**src/rtl/plane_reload_pkg.sv**
```systemverilog
package plane_reload_pkg;
  typedef enum logic [1:0] {
    RES_LOW  = 2'd0,
    RES_MED  = 2'd1,
    RES_HIGH = 2'd2,
    RES_RSVD = 2'd3
  } res_code_e;

  function automatic logic res_fast(input logic [1:0] code);
    return code != RES_LOW;
  endfunction
endpackage

```
**src/rtl/plane_rst_sync.sv**
```systemverilog
module plane_rst_sync #(
  parameter int STAGES = 2
) (
  input  logic clk,
  input  logic rst_n,
  output logic rst_s_n
);
  logic [STAGES-1:0] sync_q;

  always_ff @(posedge clk or negedge rst_n) begin
    if (!rst_n) sync_q <= '0;
    else        sync_q <= {sync_q[STAGES-2:0], 1'b1};
  end

  assign rst_s_n = sync_q[STAGES-1];
endmodule

```
**src/rtl/plane_pix_timer.sv**
```systemverilog
module plane_pix_timer
  import plane_reload_pkg::*;
#(
  parameter int CNT_W = 4
) (
  input  logic             clk,
  input  logic             rst_s_n,
  input  logic             load_i,
  input  logic             de_i,
  input  logic [1:0]       res_i,
  output logic             hit_o,
  output logic             strobe_o,
  output logic [CNT_W-1:0] cnt_o,
  output logic             run_o
);
  localparam logic [CNT_W-1:0] CNT_LAST = {CNT_W{1'b1}};

  logic [1:0]       res_q;
  logic             phase_q, phase_d;
  logic             run_q, run_d;
  logic [CNT_W-1:0] cnt_q, cnt_d;
  logic             strobe_q;
  logic             tick, start, hit;

  // next-state
  always_comb begin
    start   = !run_q && load_i && de_i;
    tick    = run_q && (res_fast(res_q) || phase_q);
    hit     = tick && (cnt_q == CNT_LAST);
    run_d   = run_q;
    cnt_d   = cnt_q;
    phase_d = !phase_q;
    if (start) begin
      run_d   = 1'b1;
      cnt_d   = '0;
      phase_d = 1'b0;
    end else if (tick) begin
      cnt_d = CNT_W'(cnt_q + 1'b1);
      if (hit && !de_i) begin
        run_d = 1'b0;
        cnt_d = '0;
      end
    end
  end

  // registers with plain reset
  always_ff @(posedge clk or negedge rst_s_n) begin
    if (!rst_s_n) begin
      res_q    <= RES_LOW;
      phase_q  <= 1'b0;
      strobe_q <= 1'b0;
    end else begin
      res_q    <= res_i;
      phase_q  <= phase_d;
      strobe_q <= hit;
    end
  end

  // counter: reset acts only while enable is low
  always_ff @(posedge clk) begin
    if (!rst_s_n) begin
      if (!de_i) begin
        run_q <= 1'b0;
        cnt_q <= '0;
      end
    end else begin
      run_q <= run_d;
      cnt_q <= cnt_d;
    end
  end

  assign hit_o    = hit;
  assign strobe_o = strobe_q;
  assign cnt_o    = cnt_q;
  assign run_o    = run_q;

  // strobe is a single-cycle pulse
  a_r3_single_strobe: assert property (@(posedge clk) disable iff (!rst_s_n)
    strobe_q |=> !strobe_q);
  // idle counter sits at zero
  a_r3_idle_zero: assert property (@(posedge clk) disable iff (!rst_s_n)
    !run_q |-> (cnt_q == '0));
  // line start enables counting from zero
  a_r2_start: assert property (@(posedge clk) disable iff (!rst_s_n)
    (!run_q && load_i && de_i) |=> (run_q && cnt_q == '0));
  // reload with enable low ends the line
  a_r7_stop: assert property (@(posedge clk) disable iff (!rst_s_n)
    (hit && !de_i) |=> !run_q);
  // without such a reload the counter keeps running
  a_r7_keep: assert property (@(posedge clk) disable iff (!rst_s_n)
    (run_q && !(hit && !de_i)) |=> run_q);
  // low resolution never ticks on two consecutive clocks
  a_r4_low_rate: assert property (@(posedge clk) disable iff (!rst_s_n)
    (run_q && !res_fast(res_q) && !phase_q) |=> (cnt_q == $past(cnt_q)));
endmodule

```
**src/rtl/plane_word_queue.sv**
```systemverilog
module plane_word_queue #(
  parameter int WORD_W = 16,
  parameter int DEPTH  = 4,
  parameter int POS_W  = 3
) (
  input  logic                    clk,
  input  logic                    rst_s_n,
  input  logic                    load_i,
  input  logic [WORD_W-1:0]       word_i,
  input  logic                    reload_evt_i,
  input  logic                    strobe_i,
  output logic [DEPTH*WORD_W-1:0] plane_o,
  output logic [POS_W-1:0]        pos_o
);
  localparam logic [POS_W-1:0] POS_MAX = POS_W'(DEPTH);

  logic [WORD_W-1:0]       stage_q [DEPTH];
  logic [DEPTH*WORD_W-1:0] flat;
  logic [DEPTH*WORD_W-1:0] plane_q;
  logic [POS_W-1:0]        pos_q, pos_d;

  always_ff @(posedge clk or negedge rst_s_n) begin
    if (!rst_s_n) begin
      for (int i = 0; i < DEPTH; i++) stage_q[i] <= '0;
    end else if (load_i) begin
      stage_q[0] <= word_i;
      for (int i = 1; i < DEPTH; i++) stage_q[i] <= stage_q[i-1];
    end
  end

  // plane 0 is the oldest word
  for (genvar g = 0; g < DEPTH; g++) begin : g_plane
    assign flat[g*WORD_W +: WORD_W] = stage_q[DEPTH-1-g];
  end

  always_comb begin
    pos_d = pos_q;
    if (reload_evt_i)                 pos_d = load_i ? POS_W'(1) : '0;
    else if (load_i && pos_q != POS_MAX) pos_d = POS_W'(pos_q + 1'b1);
  end

  always_ff @(posedge clk or negedge rst_s_n) begin
    if (!rst_s_n) begin
      plane_q <= '0;
      pos_q   <= '0;
    end else begin
      if (strobe_i) plane_q <= flat;
      pos_q <= pos_d;
    end
  end

  assign plane_o = plane_q;
  assign pos_o   = pos_q;

  // new word enters at the head
  a_r1_enter: assert property (@(posedge clk) disable iff (!rst_s_n)
    load_i |=> (stage_q[0] == $past(word_i)));
  // the tail takes its neighbour, dropping the oldest
  a_r1_drop: assert property (@(posedge clk) disable iff (!rst_s_n)
    load_i |=> (stage_q[DEPTH-1] == $past(stage_q[DEPTH-2])));
  // reload clears the position count
  a_r6_pos_clear: assert property (@(posedge clk) disable iff (!rst_s_n)
    reload_evt_i |=> (pos_q <= POS_W'(1)));
  // plane outputs move only after a strobe
  a_r5_planes_hold: assert property (@(posedge clk) disable iff (!rst_s_n)
    !strobe_i |=> $stable(plane_q));
endmodule

```
**src/rtl/plane_reload_ctrl.sv**
```systemverilog
module plane_reload_ctrl #(
  parameter int WORD_W = 16,
  parameter int DEPTH  = 4,
  parameter int CNT_W  = 4
) (
  input  logic                    clk,
  input  logic                    rst_n,
  input  logic                    load_i,
  input  logic [WORD_W-1:0]       word_i,
  input  logic                    de_i,
  input  logic [1:0]              res_i,
  output logic                    reload_o,
  output logic [DEPTH*WORD_W-1:0] plane_o,
  output logic [CNT_W-1:0]        pix_cnt_o,
  output logic                    cnt_run_o,
  output logic [$clog2(DEPTH+1)-1:0] word_pos_o
);
  localparam int POS_W = $clog2(DEPTH + 1);

  logic rst_s_n;
  logic hit;
  logic strobe;

  plane_rst_sync #(.STAGES(2)) i_rst_sync (
    .clk     (clk),
    .rst_n   (rst_n),
    .rst_s_n (rst_s_n)
  );

  plane_pix_timer #(.CNT_W(CNT_W)) i_timer (
    .clk      (clk),
    .rst_s_n  (rst_s_n),
    .load_i   (load_i),
    .de_i     (de_i),
    .res_i    (res_i),
    .hit_o    (hit),
    .strobe_o (strobe),
    .cnt_o    (pix_cnt_o),
    .run_o    (cnt_run_o)
  );

  plane_word_queue #(.WORD_W(WORD_W), .DEPTH(DEPTH), .POS_W(POS_W)) i_queue (
    .clk          (clk),
    .rst_s_n      (rst_s_n),
    .load_i       (load_i),
    .word_i       (word_i),
    .reload_evt_i (hit),
    .strobe_i     (strobe),
    .plane_o      (plane_o),
    .pos_o        (word_pos_o)
  );

  assign reload_o = strobe;

  // strobe and a fresh position count go together
  a_r5_strobe_pos: assert property (@(posedge clk) disable iff (!rst_s_n)
    reload_o |-> (word_pos_o <= POS_W'(1)));
endmodule

```
**config.mk**
```make
export PLATFORM = sky130hd
export DESIGN_NAME = plane_reload_ctrl
export DESIGN_NICKNAME = d
export VERILOG_FILES = /design/src/rtl/plane_reload_pkg.sv /design/src/rtl/plane_rst_sync.sv /design/src/rtl/plane_pix_timer.sv /design/src/rtl/plane_word_queue.sv /design/src/rtl/plane_reload_ctrl.sv
export SDC_FILE = /design/constraint.sdc
export NUM_CORES = 1
export LEC_CHECK = 0
export ABC_AREA = 1
export BUFFER_PORTS_ARGS = -buffer_cell sky130_fd_sc_hd__buf_2
export CORE_ASPECT_RATIO = 0.7
export CORE_UTILIZATION = 50
export CTS_BUF_LIST = sky130_fd_sc_hd__clkbuf_8
export DETAILED_ROUTE_END_ITERATION = 8
export PLACE_DENSITY = 0.73
export RECOVER_POWER = 100
export SETUP_SLACK_MARGIN = 0.02
export SLEW_MARGIN = 20
export SYNTH_ARGS = -nofsm -noshare
export SYNTH_HDL_FRONTEND = slang
export SYNTH_HIERARCHICAL = 1
export SYNTH_SLANG_ARGS = --single-unit
```
**constraint.sdc**
```tcl
create_clock -name clk -period 5.5 [get_ports clk]
set_input_delay 1.1 -clock clk [delete_from_list [all_inputs] [get_ports clk]]
set_output_delay 1.1 -clock clk [all_outputs]
set_load 0.01 [all_outputs]
```
# Yosys cells after proc, flatten, opt, wreduce, memory -nomap -nowiden
# Index checks and enable logic that the tools add are counted.
word_totals:
  ff_bits: 142
  inputBits: 22
  output_inout_bits: 73
  word_cells: 47
classes:
  add_sub_neg: 2
  n_eq_ne: 5
  muxes: 14
  reduce_logical: 14
op_table:
  columns: ["op", "count"]
  rows:
  - ["4-bit two-way mux", 5]
  - ["1-bit two-way mux", 7]
  - ["1-bit logical AND", 6]
  - ["3-bit two-way mux", 2]
  - ["3-bit by 1-bit inequality test with 1-bit output (second input constant)", 2]
  - ["4-bit by 1-bit adder with 4-bit output (second input constant)", 1]
  - ["4-bit == test (second input constant)", 1]
  - ["2-bit nonzero test", 2]
  - ["3-bit by 1-bit adder with 3-bit output (second input constant)", 1]
  - ["1-bit logical NOT", 3]
  - ["3-bit inequality test (second input constant)", 1]
  - ["3-bit AND reduction", 1]
  - ["2-bit by 1-bit inequality test with 1-bit output (second input constant)", 1]
  - ["2-bit AND reduction", 1]
  - ["1-bit logical OR", 1]

# Logic depth before layout (Yosys ltp)
logic_depth:
  depth_word: 9
  ltp_mapped: 8
  ltp_nobuf: 8

# Hierarchy
# Netlist, hierarchy kept.
modules_own_cells:
  columns: ["mod", "n_inst", "cells_per_inst", "area_each_um2", "seq_area_each_um2"]
  rows:
  - ["plane_word_queue", 1, 503, 4906.0, 3278.1]
  - ["plane_pix_timer", 1, 38, 411.6, 250.2]
  - ["plane_rst_sync", 1, 3, 53.8, 50.0]

# Worst setup path before layout
# OpenSTA, ideal clock, no wires.
synth_timing:
  path_kind: "register -> register"
  start: "reg i_rst_sync.sync_q[1]"
  end: "reg i_timer.cnt_q[0] (netlist: i_timer/cnt_o[0]), enable pin"
  setup_ns: 0.280
  t_arrival_ns: 4.107
  required_time_ns: 5.220
  path_slack_ns: 1.113
  path_stages_with_launch: 4
  n_path_buf: 0
  synth_period_minus_slack_ns: 4.387
  cell_sequence: "dfrtp_1 -> inv_1 -> nor2_4 -> a21oi_1"
synth_between:
  elab_chain_len: 2
  word_cells_on_any_way: 3
  cone_classes: "eq/ne: 2; reduce/logical: 1"
synth_rtl:
  columns: ["item", "line_no", "rtl"]
  rows:
  - ["start, declared", "plane_rst_sync.sv:8", "logic [STAGES-1:0] sync_q;"]
  - ["start signal, assigned", "plane_rst_sync.sv:12", "else sync_q <= {sync_q[STAGES-2:0], 1'b1};"]
  - ["3-bit by 1-bit inequality test with 1-bit output (no source line) or 2-bit by 1-bit inequality test with 1-bit output (tied branches)", null, null]
  - ["2-bit AND reduction (no source line) *", null, null]
  - ["end signal, assigned", "plane_pix_timer.sv:68", "cnt_q <= cnt_d;"]
  - ["end, declared", "plane_pix_timer.sv:21", "logic [CNT_W-1:0] cnt_q, cnt_d;"]
# Every way passes the cells marked *; elsewhere a longest branch is shown, timed or not.
# A chain may end at the register's enable or synchronous reset.

# Final worst setup path
layout_timing:
  start: "in load_i"
  end: "reg i_timer.cnt_q[3] (netlist: i_timer/cnt_o[3]), enable pin"
layout_between:
  elab_chain_len: 4
layout_rtl:
  columns: ["item", "line_no", "rtl"]
  rows:
  - ["start, declared", "plane_reload_ctrl.sv:8", "input logic load_i,"]
  - ["1-bit logical AND (2 in a row)", "plane_pix_timer.sv:27", "start = !run_q && load_i && de_i;"]
  - ["3-bit by 1-bit inequality test with 1-bit output (no source line)", null, null]
  - ["2-bit AND reduction (no source line)", null, null]
# No other way between the ends.

==> summary.txt <==
Status
  • Outcome: finished with violations
  • Failing checks: max-capacitance violations, max-slew violations

Global routing
  • Initial antenna violation count: 0
  • Met2 usage in global routing: 30.8%
  • GR peak layer: met2
  • GRT met3 Usage: 5.74%
  • First-pass GRT wire length: 17,700 um
  • Gr ovfl total: 0
  • Met1 Use GR: between 30% and 40%
  • GR Util All Layers: 21.1%
  • Largest net degree at the start of global routing: 134
  • Vias in the first global route: 3,563

Clock network
  • H-tree depth: 4
  • Post_cts resized: 0
  • Setup Buffers After CTS: 0
  • Worst-Skew Late Latency: 430 ps
  • Maximum clock path buffer count: 2
  • Total CTS buffers: 17
  • CTS Hold Bufs: 0
  • Root Driver: clkbuf_8
  • CTS tree: built
  • Clk slew on worst S/H paths: around 70 ps
  • Clock sinks: 142

Finish
  • Area of the multi-input gates: roughly 0.0014 mm^2
  • Number of nets in the layout: 657
  • Fill cell count: 935
  • Layout area overhead: 16.7%
  • Diode count: 0
  • Storage cell area: approximately 0.0036 mm^2
  • Share of cells above drive strength 1: 8.68%

Die
  • Starting density of the core: 51.7%
  • Die area: 0.0112 mm^2
  • Row count: 31
  • # IOs: 95
  • Die X-Extent: ~130 um
  • Area of the core: 0.0104 mm^2
  • Die Height: between 80 and 90 um

STA
  • Final Setup Violations: 0
  • Rel. slew slack: -37.1%
  • Fmax: 293 MHz
  • Period utilization: 62.0%
  • Worst Skew: roughly 10 ps
  • Slew @ Worst Pin: ~2000 ps
  • Crit path time final: 3410 ps
  • RSZ-0062 raised after global routing: no
  • Hold Vio Cnt, Final: 0
  • Sum Neg Setup Slack: 0 ps
  • Final Max Slew Viols: 195

Setup path
  • Startpoint Class: primary input
  • Critical Path AT: 3480 ps
  • Req. time, crit path: 5570 ps
  • Critical path class: primary input to flip-flop
  • Worst-path fanout max: roughly 130
  • Critical path endpoint category: flip-flop

Synth
  • Unique masters post-synth: 22
  • Syn_area_per_cell: 9.87 um^2
  • Mapped Cells: ~540
  • Syn. warnings: 6
  • Synth Register Bits: around 140
  • Post-Syn Area: 0.00537 mm^2
  • Synthesized Nets: around 570
  • Register area share after synthesis: 66.6%

Route
  • Routed WL: 10,600 um
  • Iter 0 DRT Violations: 319
  • Vias: 3,763
  • DR vias/cell: just under 5
  • First-pass iteration count of the detailed router: 5
  • Residual DRC: 0
  • DRT antenna net count: 0
  • Avg WL per Cell: 13.6 um

Power and ir drop
  • IR drop worst, VDD: 0.256 mV
  • Leakage power: 2.91 nW
  • Pwr per Cell Area: 450 mW/mm^2
  • Tot Pwr: 2.82 mW

Place
  • I/O Buffers: 94
  • Gp weighted congestion: approximately 0.80
  • Post-DP HPWL: 7080 um

Min path
  • Hold WC Path Type: flip-flop to flip-flop

Job
  • Max-cap violations: 2
[critical path, stage by stage]
cell	delay [ps]
clkbuf_2	1430
nand2_1	200
nor2_1	240
nor2_1	120
a21oi_1	370
[metal layers]
| layer | share of wire [%] | vias to the layer above |
|---|---|---|
| met1 | 50 | 1759 |
| met3 | 5.3 | 10 |
| met5 | 0 | - |
| met4 | 0.98 | 0 |
| li1 | - | 1896 |
| met2 | 43 | 98 |
[cells in the final DEF, fill, tap and decap left out]
cell,Yosys,routed
bufinv_16,0,5
nor3_1,2,2
clkinv_4,0,2
nand4_1,1,1
edfxtp_1,5,5
nand3_1,3,3
clkbuf_8,0,21
nor2_2,1,1
clkinvlp_4,0,1
o21ai_0,65,65
clkbuf_1,4,74
a21oi_1,65,65
xnor2_1,1,1
nand2_1,77,79
xor2_1,1,1
buf_16,0,1
ha_1,3,3
clkinv_2,0,1
a21oi_2,1,1
dfrtp_1,137,137
buf_4,7,2
nand4_2,1,1
clkbuf_2,0,1
inv_1,74,76
buf_2,17,19
nor2_1,75,76
conb_1,1,1
[metrics by stage]
| step | hold WS, ps | cells | util, % | worst slack (ps) | area (um^2) |
|---|---|---|---|---|---|
| global route | 360 | 777 | 60.3 | 1760 | 6270 |
| detailed placement | 339 | 744 | 56.6 | 2350 | 5880 |
| global placement | 338 | 744 | 56.6 | 2490 | 5880 |
| CTS | 355 | 776 | 61.1 | 2810 | 6360 |
| finish | 351 | 777 | 60.3 | 2090 | 6270 |
| floorplan | 331 | 544 | - | 1110 | 5370 |
[report_power, final]
group          leakage (nW)  internal (mW)  switching (mW)  total, mW
logic                  1.08          0.166           0.304      0.470
registers              1.59           1.26           0.135       1.39
clock network         0.245          0.587           0.372      0.959
[registers in the layout (all words and copies together), names as in the netlist]
name	flops
i_queue/plane_o	64
i_rst_sync/sync_q	2
i_queue/flat	64
i_queue/pos_o	3
i_timer/res_q	2
i_timer/strobe_o	1
i_timer/run_o	1
i_timer/cnt_o	4
i_timer/phase_q	1
[worst paths after layout]
path | depth (start not counted) | startpoint | endpoint | slack (ps)
hold / removal | 0 | i_rst_sync/sync_q[0] | i_rst_sync/sync_q[1] | 350
setup reg to reg | 3 | i_timer/strobe_o | i_queue/plane_o[36] | 2890
max in group asynchronous | 2 | i_rst_sync/sync_q[1] | i_queue/flat[20] | 3340
setup / recovery | 5 | load_i | i_timer/cnt_o[3] | 2090
hold reg to reg | 0 | i_rst_sync/sync_q[0] | i_rst_sync/sync_q[1] | 350
min in group asynchronous | 1 | rst_n | i_rst_sync/sync_q[1] | 450
[logic make-up (layout without fill, tap and decap cells)]
group | Yosys count | in the layout | synth area share (%)
xor gates and xnor gates | 2 | 2 | 0.326
and+or+nand+nor | 163 | 163 | 12.0
adders and majority gates | 3 | 3 | 0.699
AOI/OAI and AO/OA | 131 | 131 | 12.3
DFF | 142 | 142 | 66.6
other | 1 | 1 | 0.0698
buffers and inverters | 102 | 203 | 8.01
[cell type report]
type,count,area share (%)
inverter,74,4.43
clock inverter,11,2.99
timing repair buffer,97,6.71
clock buffer,21,4.61
multi-input combinational,300,21.5
sequential,142,57.1
tap,132,2.63
[synth_stat cells (all sizes together)]
master    n  share of area, %
a21oi    66               6.2
o21ai    65               6.1
ha        3              0.70
nor2     77               5.6
nand4     2              0.35
nand2    79               5.6
xor2      1              0.16
conb      1             0.070
edfxtp    5               2.8
dfrtp   137                64
inv      74               5.2
buf      24               2.6
xnor2     1              0.16
nand3     3              0.28
clkbuf    4              0.28
nor3      2              0.19
(Power assumes the default switching activity.)
